## src/rtl/uart_chan_regs.sv

```systemverilog
module uart_chan_regs (
  input  logic       clk,
  input  logic       rst_n,
  input  logic       sel,
  input  logic       wr,
  input  logic       rd,
  input  logic [1:0] addr,
  input  logic [7:0] wdata,
  output logic [7:0] rdata,
  input  logic       rx_rdy_i,
  input  logic       rx_full_i,
  input  logic       tx_rdy_i,
  input  logic       tx_empty_i,
  input  logic       ovr_ev_i,
  input  logic       par_ev_i,
  input  logic       frm_ev_i,
  input  logic       brk_ev_i,
  input  logic       brk_chg_i,
  input  logic [7:0] rx_data_i,
  output logic       rx_pop_o,
  output logic       tx_push_o,
  output logic [7:0] tx_data_o,
  output logic [7:0] clk_sel_o,
  output logic       rx_en_o,
  output logic       tx_en_o,
  output logic       rx_rst_o,
  output logic       tx_rst_o,
  output logic       break_send_o,
  output logic       brk_chg_o,
  output logic [1:0] word_len_o,
  output logic       par_en_o,
  output logic       par_odd_o,
  output logic       stop_two_o,
  output logic       fifo_ext_o,
  output logic       tx_lvl_o,
  output logic [2:0] baud_tab_o
);

  localparam logic [3:0] C_PTR1   = 4'd1;
  localparam logic [3:0] C_RXRST  = 4'd2;
  localparam logic [3:0] C_TXRST  = 4'd3;
  localparam logic [3:0] C_ERRCLR = 4'd4;
  localparam logic [3:0] C_BCHCLR = 4'd5;
  localparam logic [3:0] C_BRKON  = 4'd6;
  localparam logic [3:0] C_BRKOFF = 4'd7;
  localparam logic [3:0] C_PTR0   = 4'd11;

  localparam logic [1:0] P_M0 = 2'd0;
  localparam logic [1:0] P_M1 = 2'd1;
  localparam logic [1:0] P_M2 = 2'd2;

  logic       wr_mode, wr_csr, wr_cmd;
  logic [3:0] cmd;
  logic [1:0] ptr;
  logic [7:0] mr0, mr1, mr2;
  logic [3:0] err;
  logic [7:0] status;

  assign wr_mode = sel & wr & (addr == 2'd0);
  assign wr_csr  = sel & wr & (addr == 2'd1);
  assign wr_cmd  = sel & wr & (addr == 2'd2);
  assign cmd     = wdata[7:4];

  assign tx_push_o = sel & wr & (addr == 2'd3);
  assign rx_pop_o  = sel & rd & (addr == 2'd3);
  assign tx_data_o = wdata;

  assign status = {err, tx_empty_i, tx_rdy_i, rx_full_i, rx_rdy_i};

  always_comb begin
    case (addr)
      2'd0:    rdata = (ptr == P_M0) ? mr0 : (ptr == P_M1) ? mr1 : mr2;
      2'd1:    rdata = status;
      2'd2:    rdata = 8'h00;
      default: rdata = rx_data_i;
    endcase
  end

  always_ff @(posedge clk or negedge rst_n) begin
    if (!rst_n) begin
      ptr <= P_M1;
      mr0 <= 8'h00;
      mr1 <= 8'h00;
      mr2 <= 8'h00;
    end else if (wr_cmd && cmd == C_PTR1) begin
      ptr <= P_M1;
    end else if (wr_cmd && cmd == C_PTR0) begin
      ptr <= P_M0;
    end else if (wr_mode) begin
      case (ptr)
        P_M0:    begin mr0 <= wdata; ptr <= P_M1; end
        P_M1:    begin mr1 <= wdata; ptr <= P_M2; end
        default: mr2 <= wdata;
      endcase
    end
  end

  always_ff @(posedge clk or negedge rst_n) begin
    if (!rst_n) clk_sel_o <= 8'h00;
    else if (wr_csr) clk_sel_o <= wdata;
  end

  always_ff @(posedge clk or negedge rst_n) begin
    if (!rst_n) begin
      rx_en_o <= 1'b0;
      tx_en_o <= 1'b0;
    end else if (wr_cmd) begin
      if (wdata[1] || cmd == C_RXRST) rx_en_o <= 1'b0;
      else if (wdata[0])              rx_en_o <= 1'b1;
      if (wdata[3] || cmd == C_TXRST) tx_en_o <= 1'b0;
      else if (wdata[2])              tx_en_o <= 1'b1;
    end
  end

  always_ff @(posedge clk or negedge rst_n) begin
    if (!rst_n) begin
      rx_rst_o     <= 1'b0;
      tx_rst_o     <= 1'b0;
      break_send_o <= 1'b0;
      brk_chg_o    <= 1'b0;
      err          <= 4'h0;
    end else begin
      rx_rst_o <= wr_cmd && cmd == C_RXRST;
      tx_rst_o <= wr_cmd && cmd == C_TXRST;
      if (wr_cmd && cmd == C_BRKON)       break_send_o <= 1'b1;
      else if (wr_cmd && cmd == C_BRKOFF) break_send_o <= 1'b0;
      if (wr_cmd && cmd == C_BCHCLR) brk_chg_o <= 1'b0;
      else if (brk_chg_i)            brk_chg_o <= 1'b1;
      if (wr_cmd && cmd == C_ERRCLR) err <= 4'h0;
      else err <= err | {brk_ev_i, frm_ev_i, par_ev_i, ovr_ev_i};
    end
  end

  assign word_len_o = mr1[1:0];
  assign par_en_o   = ~mr1[4];
  assign par_odd_o  = mr1[2];
  assign stop_two_o = (mr2[3:0] == 4'hF);
  assign fifo_ext_o = mr0[3];
  assign tx_lvl_o   = mr0[4];
  assign baud_tab_o = mr0[2:0];

  p_ptr_range_r3: assert property (@(posedge clk) disable iff (!rst_n)
    ptr != 2'd3);
  p_ptr_hold_r3: assert property (@(posedge clk) disable iff (!rst_n)
    (wr_mode && ptr == P_M2) |=> ptr == P_M2);
  p_ptr_step_r3: assert property (@(posedge clk) disable iff (!rst_n)
    (wr_mode && ptr == P_M0) |=> ptr == P_M1);
  p_rx_dis_wins_r4: assert property (@(posedge clk) disable iff (!rst_n)
    (wr_cmd && wdata[1]) |=> !rx_en_o);
  p_tx_dis_wins_r4: assert property (@(posedge clk) disable iff (!rst_n)
    (wr_cmd && wdata[3]) |=> !tx_en_o);
  p_rx_rst_r5: assert property (@(posedge clk) disable iff (!rst_n)
    (wr_cmd && cmd == C_RXRST) |=> (rx_rst_o && !rx_en_o));
  p_tx_rst_r5: assert property (@(posedge clk) disable iff (!rst_n)
    (wr_cmd && cmd == C_TXRST) |=> (tx_rst_o && !tx_en_o));
  p_err_clr_r6: assert property (@(posedge clk) disable iff (!rst_n)
    (wr_cmd && cmd == C_ERRCLR) |=> status[7:4] == 4'h0);
  p_err_sticky_r6: assert property (@(posedge clk) disable iff (!rst_n)
    (!(wr_cmd && cmd == C_ERRCLR)) |=> ((status[7:4] & $past(status[7:4])) == $past(status[7:4])));
  p_brk_on_r8: assert property (@(posedge clk) disable iff (!rst_n)
    (wr_cmd && cmd == C_BRKON) |=> break_send_o);

endmodule

```

## config.mk

```make
export PLATFORM = sky130hd
export DESIGN_NAME = uart_chan_regs
export DESIGN_NICKNAME = d
export VERILOG_FILES = /design/src/rtl/uart_chan_regs.sv
export SDC_FILE = /design/constraint.sdc
export NUM_CORES = 1
export LEC_CHECK = 0
export BUFFER_PORTS_ARGS = -buffer_cell sky130_fd_sc_hd__buf_2
export CAP_MARGIN = 25
export CORE_MARGIN = 2
export CORE_UTILIZATION = 50
export CTS_CLUSTER_DIAMETER = 50
export DETAILED_ROUTE_END_ITERATION = 10
export GPL_TIMING_DRIVEN = 0
export PLACE_DENSITY = 0.8
export SYNTH_ARGS = -nofsm -noshare
export SYNTH_HDL_FRONTEND = slang
export SYNTH_SLANG_ARGS = --single-unit
```

## constraint.sdc

```tcl
create_clock -name clk -period 1.9 [get_ports clk]
set_clock_uncertainty 0.15 [all_clocks]
set_input_delay 0.475 -clock clk [delete_from_list [all_inputs] [get_ports clk]]
set_output_delay 0.475 -clock clk [all_outputs]
set_load 0.03 [all_outputs]
```

* Word level (Yosys, flattened, before mapping)
Cells that the tools add are included.
Storage, ports and cells: output and inout port bits 42, flip-flop bits (word level) 44, input port bits 32
Operators by class: bitwise operators 12, eq/ne operators 13, multiplexer cells 16, reductions and logical operators 25
Operators with widths (count):
- $pmux 8 s3 | 1
- $eq 4x3->1 const B | 4
- $mux 8 | 2
- $reduce_and 4->1 | 3
- $eq 4x2->1 const B | 2
- $eq 4x4->1 const B | 2
- $logic_and 1x1->1 | 8
- $mux 1 | 8
- $reduce_bool 2->1 | 4
- $and 1x1->1 | 7
- $mux 2 | 3
- $reduce_and 2->1 | 3
- $eq 2x1->1 const B | 2
- $eq 2x2->1 const B | 2
- $eq 4x1->1 const B | 1
- $logic_not 2->1 | 2
- $mux 4 | 1
- $not 1->1 | 4
- $or 4x4->4 | 1
- $pmux 2 s2 | 1
- $reduce_bool 4->1 | 1
- $reduce_bool 3->1 | 1
- $logic_or 1x1->1 | 2
- $reduce_or 2->1 | 1

* Depth between registers and ports, before layout
Gate-level depths: netlist of run 1.
word-level depth 5, gate-level depth with buffers 6, depth with buffers taken out 4

* Worst setup path before layout of run 1
Ideal clock, no wire load.
kind reg2out, start reg ptr[0], end out rdata[2], data required time 1.275 ns, arrival 1.749 ns, path slack -0.474 ns, stages on the path, launching flop included 6, cell sequence dfstp_2 > buf_2 > mux2i_1 > o21ai_0 > mux2i_1 > o21ai_0
On the way: word-level cells in the longest chain between the ends 4, elaborated cells between the ends (all ways) 5, classes of those cells eq/ne (1); mux (3); reduce/logical (1)
Ends and longest elaborated chain:
- from (decl) | RTL line 54 | logic [1:0] ptr;
- from (signal assigned) | RTL line 81 | ptr <= P_M1;
- from (signal assigned) | RTL line 86 | ptr <= P_M1;
- from (signal assigned) | RTL line 88 | ptr <= P_M0;
- $eq 2x1->1 | RTL line 72 | 2'd0: rdata = (ptr == P_M0) ? mr0 : (ptr == P_M1) ? mr1 : mr2;
- $mux 8 | RTL line 72
- $mux 8 (*) | RTL line 72
- $pmux 8 s3 (*) | RTL line 71 | case (addr)
- to (decl) | RTL line 9 | output logic [7:0] rdata,
Mark *: on every way between the ends. The rest lies on a longest branch, timed or not.

* Worst setup path after layout of run 1
start reg ptr[0], end out rdata[6]
Same word-level chain as after synthesis.

==> metrics.md, run 1 <==
| Metric | Value |
|---|---|
| CTS Buf Count | `5` |
| CP Capture Type | `output port` |
| Crit path launch type | `register` |
| Pwr dens | `900 nW/um^2` |
| Clk buf depth | `2` |
| Ys Warns | `0` |
| Placed Instances | `315` |
| Ports | `74` |
| Pre-CTS setup slack | `-0.250 ns` |
| Pint | `1.73 mW` |
| Clk_lat worst skew | `0.29 ns` |
| Synth top area share | `49.1%` |
| DR WL/cell | `15.4 um` |
| DRC viols | `0` |
| Fill cells | `343` |
| Mapped cell area | `2190 sq um` |
| Max-slew violations | `0` |
| Grt ovf | `0` |
| RSZ-0062 raised after global routing | `yes` |
| CORE AREA | `4290 sq um` |
| Largest area contributor in the synthesized netlist | `dfrtp_1` |
| Post-DP HPWL | `3470 um` |
| Mapped Cells | `193` |
| Min-Delay Path Class | `input port to register` |
| Worst Tran Pin Value | `0.563 ns` |
| Vias/cell | `5.34` |
| Status | `finished, violations left` |
| Number of port buffers | `70` |
| Vias in the first global route | `1,743` |
| Fin cells | `330` |
| Die area | `4920 sq um` |
| Clk slew on worst S/H paths | `0.08 ns` |
| Top post-synthesis cells by area | `dfrtp_1 (49%), mux2_2 (15%), mux2i_1 (7.3%), buf_4 (4.8%), o21ai_0 (4.6%)` |
| Starting DRC count in detailed routing | `55` |
| Routed wire length | `5070 um` |
| Setup-failing EPs final | `8` |
| Htree depth | `2` |
| Placed Area | `2650 sq um` |
| Final min period | `2.34 ns` |
| Worst path max stage delay | `0.60 ns` |
| Clock power share | `21.4%` |
| Violated checks | `negative setup slack` |
| Initial antenna violation count | `0` |
| Arrival time at the worst endpoint | `1.71 ns` |
| Fin util | `68.5%` |
| First-pass GRT wire length | `8160 um` |
| Ys flop type | `dfrtp_1` |
| Synth-to-layout area growth | `34.3%` |
| Sink Count | `44` |
| Hold Worst Slack | `0.237 ns` |
| DRT Pass-1 Iters | `4` |
| Mapped Avg Cell Area | `11.3 sq um` |
| Total Power | `2.65 mW` |
| Cell Rows | `24` |
| P_leak | `1.43 nW` |
| Worst Path Required | `1.27 ns` |
| Final Cycle Share | `123%` |
| Max_cap viols | `0` |
| Switching power total | `0.913 mW` |
| Clock root buffer | `clkbuf_8` |
| Fin worst setup slack | `-0.435 ns` |
| Commonest non-fill, non-tap cell in the layout | `buf_2` |
| Combinational share of power | `34.0%` |
| Layout cells sized above 1 | `54.3%` |
| Vias | `1,761` |
| Final Hold Violating Endpoints | `0` |
| Sw Ratio | `34.5%` |
| Die H | `70.2 um` |
| Slowest CP cell | `dfstp_2` |
| Horiz. Die Dim | `70.2 um` |
| Crit path max fanout | `3` |
| Finished Cell Area | `2940 sq um` |
| Seq pwr share | `44.6%` |
| All-Layer GR Usage | `21.4%` |
| CTS tree | `yes` |
| Yosys cell types | `32` |
| Initial core utilization | `51.0%` |
| EDFF count, synth | `0` |
| Worst-path cell chain | `clkbuf_16 -> mux2i_1 -> o21ai_1 -> mux2i_1 -> o21ai_2 -> buf_6` |
| Synth async-reset ratio | `100%` |
| Seq/Total Area, Yosys | `50.3%` |
| Most frequent cells in the layout | `buf_2 (61), dfrtp_1 (43), mux2_2 (29)` |
| N_diodes | `0` |
| Max_slew headroom | `62.3%` |
| Synth Net Count | `225` |
| GP Congestion | `0.731` |
| Setup TNS Final | `-3.34 ns` |
| Final net count | `309` |
| Peak supply drop | `653 uV` |
| FF+latch count, synth | `44` |
| Max frequency | `0.428 GHz` |
| WS Path Type | `register to output port` |
| Antenna Nets Post-Route | `0` |
| Cell mode on critical path | `mux2i_1` |
| Largest net degree at the start of global routing | `45` |
## power groups by stage
stage	sequential, mW	clock [mW]	combinational [mW]
2_1_floorplan	1.31	0	0.466
3_3_place_gp	1.19	0	0.809
3_5_place_dp	1.20	0	0.828
4_1_cts	1.18	0.584	0.879
5_1_grt	1.20	0.637	0.964
6_report	1.18	0.565	0.899
## routing by layer
metal / wire length, um / GRT usage [%] / share of wire (%)
met3: 282 / 4.33 / 5.6
met5: 0 / 0 / 0
met1: 2200 / 27.9 / 43
met4: 87 / 8.12 / 1.7
met2: 2500 / 35.2 / 49
## worst max-delay path: cells and delay by family, from the launching register on
family | cells | cell delay (ns)
flip-flops | 1 | 0.60
multiplexers | 2 | 0.35
buffers and inverters | 2 | 0.29
AO/OA/AOI/OAI | 2 | 0.19
## synth_stat cells (all sizes together), types with 2 or more instances
| master | n |
|---|---|
| a21oi | 4 |
| and4 | 3 |
| and4b | 2 |
| buf | 19 |
| clkbuf | 6 |
| dfrtp | 43 |
| inv | 2 |
| mux2 | 30 |
| mux2i | 16 |
| nand2 | 14 |
| nand2b | 2 |
| nand3 | 8 |
| nor2 | 5 |
| nor3 | 2 |
| o21a | 5 |
| o21ai | 20 |
## flip-flops by register name, summed over array words and instances (netlist names), 2 cells and up
signal and cells:
mr1 8, clk_sel_o 8, mr0 8, err 4, ptr 2, mr2 8
## final timing paths
path	startpoint	end	slack, ns	depth (start not counted)
max	ptr[0]$_DFFE_PN1P_	rdata[6]	-0.44	6
min	par_ev_i	err[1]$_DFF_PN0_	0.24	2
max reg2reg	ptr[1]$_DFFE_PN0P_	mr0[1]$_DFFE_PN0P_	0.07	5
min reg2reg	err[2]$_DFF_PN0_	err[2]$_DFF_PN0_	0.34	1
max in group asynchronous	rst_n	ptr[0]$_DFFE_PN1P_	0.78	3
min in group asynchronous	rst_n	mr1[0]$_DFFE_PN0P_	0.35	2
## cell families after synthesis
| kind of cell | synth area share, % |
|---|---|
| and+or+nand+nor | 10.5 |
| buffers and inverters | 7.26 |
| AOI/OAI and AO/OA | 8.80 |
| xor gates and xnor gates | 0.400 |
| muxes | 22.7 |
| DFF | 50.3 |
## area by class of cell
cell class | instances | area (sq um) | area share (%)
Buffer | 25 | 191 | 6.51
Clock buffer | 6 | 72.6 | 2.47
Clock inverter | 2 | 12.5 | 0.426
Inverter | 2 | 7.51 | 0.255
Multi-Input combinational cell | 122 | 971 | 33.0
Sequential cell | 44 | 1100 | 37.5
Tap cell | 52 | 65.1 | 2.21
Timing Repair Buffer | 77 | 518 | 17.6
## timing repair
item	4_1_cts	5_1_grt
pin swaps	8	5
setup endpoints to repair	10	26
hold buffers	0	1
gates resized for setup	28	18
cloned	1	1
endpoints found under the hold margin	0	1
buffers inserted	2	1
Power figures use the tool's default switching activity.
==> run 2: changes to the inputs <==
--- a/config.mk
+++ b/config.mk
@@ -7,11 +7,13 @@
 export LEC_CHECK = 0
 export BUFFER_PORTS_ARGS = -buffer_cell sky130_fd_sc_hd__buf_2
 export CAP_MARGIN = 25
+export CORE_ASPECT_RATIO = 0.8
 export CORE_MARGIN = 2
 export CORE_UTILIZATION = 50
 export CTS_CLUSTER_DIAMETER = 50
 export DETAILED_ROUTE_END_ITERATION = 10
 export GPL_TIMING_DRIVEN = 0
+export HOLD_SLACK_MARGIN = 0.12
 export PLACE_DENSITY = 0.8
 export SYNTH_ARGS = -nofsm -noshare
 export SYNTH_HDL_FRONTEND = slang
==> metrics.md, run 2 (synthesis results as in run 1) <==
| Metric | Value |
|---|---|
| Clock root buffer | `clkbuf_8` |
| Clk buf depth | `2` |
| All-Layer GR Usage | `21.5%` |
| Final Cycle Share | `124%` |
| Seq pwr share | `44.1%` |
| Horiz. Die Dim | `78.0 um` |
| Final Hold Violating Endpoints | `0` |
| DRT Pass-1 Iters | `4` |
| Routed wire length | `5160 um` |
| Max_slew headroom | `65.2%` |
| Commonest non-fill, non-tap cell in the layout | `buf_2` |
| Min-Delay Path Class | `input port to register` |
| RSZ-0062 raised after global routing | `yes` |
| Worst path max stage delay | `0.59 ns` |
| Cell Rows | `21` |
| Fin worst setup slack | `-0.456 ns` |
| Starting DRC count in detailed routing | `90` |
| CP Capture Type | `output port` |
| Pre-CTS setup slack | `-0.285 ns` |
| P_leak | `1.44 nW` |
| Crit path launch type | `register` |
| Worst-path cell chain | `buf_8 -> mux2i_1 -> o21ai_1 -> mux2i_1 -> o21ai_2 -> buf_6` |
| Layout cells sized above 1 | `54.0%` |
| Vias/cell | `5.30` |
| Hold Worst Slack | `0.234 ns` |
| Clk_lat worst skew | `0.30 ns` |
| Crit path max fanout | `5` |
| First-pass GRT wire length | `8050 um` |
| Critical path's top delay family | `flip-flops` |
| Initial core utilization | `52.1%` |
| Initial antenna violation count | `0` |
| Number of port buffers | `70` |
| Status | `finished, violations left` |
| Antenna Nets Post-Route | `0` |
| Vias | `1,774` |
| Ports | `74` |
| Clk slew on worst S/H paths | `0.08 ns` |
| Die area | `4930 sq um` |
| Max frequency | `0.424 GHz` |
| Worst Tran Pin Value | `0.520 ns` |
| Synth-to-layout area growth | `34.9%` |
| Post-DP HPWL | `3460 um` |
| Combinational share of power | `33.7%` |
| Largest net degree at the start of global routing | `45` |
| Slowest CP cell | `dfstp_2` |
| Peak supply drop | `671 uV` |
| CORE AREA | `4200 sq um` |
| Worst path bufs/invs | `2` |
| WS Path Type | `register to output port` |
| Final net count | `309` |
| Violated checks | `negative setup slack` |
| Die H | `63.2 um` |
| Setup-failing EPs final | `8` |
| Sink Count | `44` |
| Total Power | `2.68 mW` |
| Worst Path Required | `1.27 ns` |
| N_diodes | `0` |
| Arrival time at the worst endpoint | `1.73 ns` |
| Most frequent cells in the layout | `buf_2 (62), dfrtp_1 (43), mux2_2 (29)` |
| Final min period | `2.36 ns` |
| Switching power total | `0.909 mW` |
| CTS Buf Count | `5` |
| R2R setup slack | `0.04 ns` |
| Htree depth | `2` |
| Grt ovf | `0` |
| DRC viols | `0` |
| DR WL/cell | `15.4 um` |
| Cell mode on critical path | `mux2i_1` |
| Pwr dens | `908 nW/um^2` |
| GP Congestion | `0.754` |
| Sw Ratio | `33.9%` |
| Vias in the first global route | `1,641` |
| Max-slew violations | `0` |
| CTS tree | `yes` |
| Max_cap viols | `0` |
| Pint | `1.77 mW` |
| Clock power share | `22.2%` |
run 2: changes by cell type in the layout (fill, tap and decap cells not counted), sizes merged:
cell	previous run	this run
clkinvlp	1	0
bufbuf	0	1
clkinv	1	0
clkbuf	13	14
run 2: stage by stage:
| step | cell area (sq um) | util (%) | TNS [ns] | std cells |
|---|---|---|---|---|
| 2_1_floorplan | 2230 | - | -0.0568 | 193 |
| 3_3_place_gp | 2650 | 63.1 | -5.05 | 320 |
| 3_5_place_dp | 2650 | 63.1 | -5.63 | 320 |
| 4_1_cts | 2900 | 68.9 | -3.60 | 332 |
| 5_1_grt | 2950 | 70.2 | -3.97 | 335 |
| 6_report | 2950 | 70.2 | -3.42 | 335 |
run 2: final timing paths:
kind / startpoint / endpoint / cells past startpoint
min in group asynchronous: rst_n / clk_sel_o[3]$_DFFE_PN0P_ / 2
max: ptr[0]$_DFFE_PN1P_ / rdata[3] / 6
max reg2reg: ptr[1]$_DFFE_PN0P_ / mr0[6]$_DFFE_PN0P_ / 5
max in group asynchronous: rst_n / ptr[0]$_DFFE_PN1P_ / 3
min: par_ev_i / err[1]$_DFF_PN0_ / 2
min reg2reg: err[0]$_DFF_PN0_ / err[0]$_DFF_PN0_ / 1
run 2: timing repair:
action	in CTS	in global routing
setup buffers	2	1
hold endpoints to repair	0	43
setup endpoints to repair	11	31
pin swaps	11	9
hold buffers	0	1
resized for setup	31	12
cloned	2	0
run 2: per-layer routing:
layer  part of all wire [%]  vias to the layer above  track usage, %
met1                     47                      850            30.4
li1                       -                      843               -
met3                    7.9                        6            6.45
met2                     43                       75            32.4
met5                      0                        -               0
met4                    1.2                        0            5.92
run 2: power by group through the flow:
stage / clock network [mW] / registers, mW / logic (mW)
6_report: 0.595 / 1.18 / 0.904
5_1_grt: 0.643 / 1.21 / 0.967
4_1_cts: 0.606 / 1.18 / 0.896
3_5_place_dp: 0 / 1.20 / 0.829
3_3_place_gp: 0 / 1.19 / 0.816
2_1_floorplan: 0 / 1.31 / 0.466
run 2: final cells by class:
type                    instances  area [sq um]
plain buffers                  25           189
flip-flops and latches         44          1100
multi-input cells             122           971
well taps                      57          71.3
fillers                       334          1250
repair buffers                 77           522
clock buffers                   8          90.1
inverters                       2          7.51
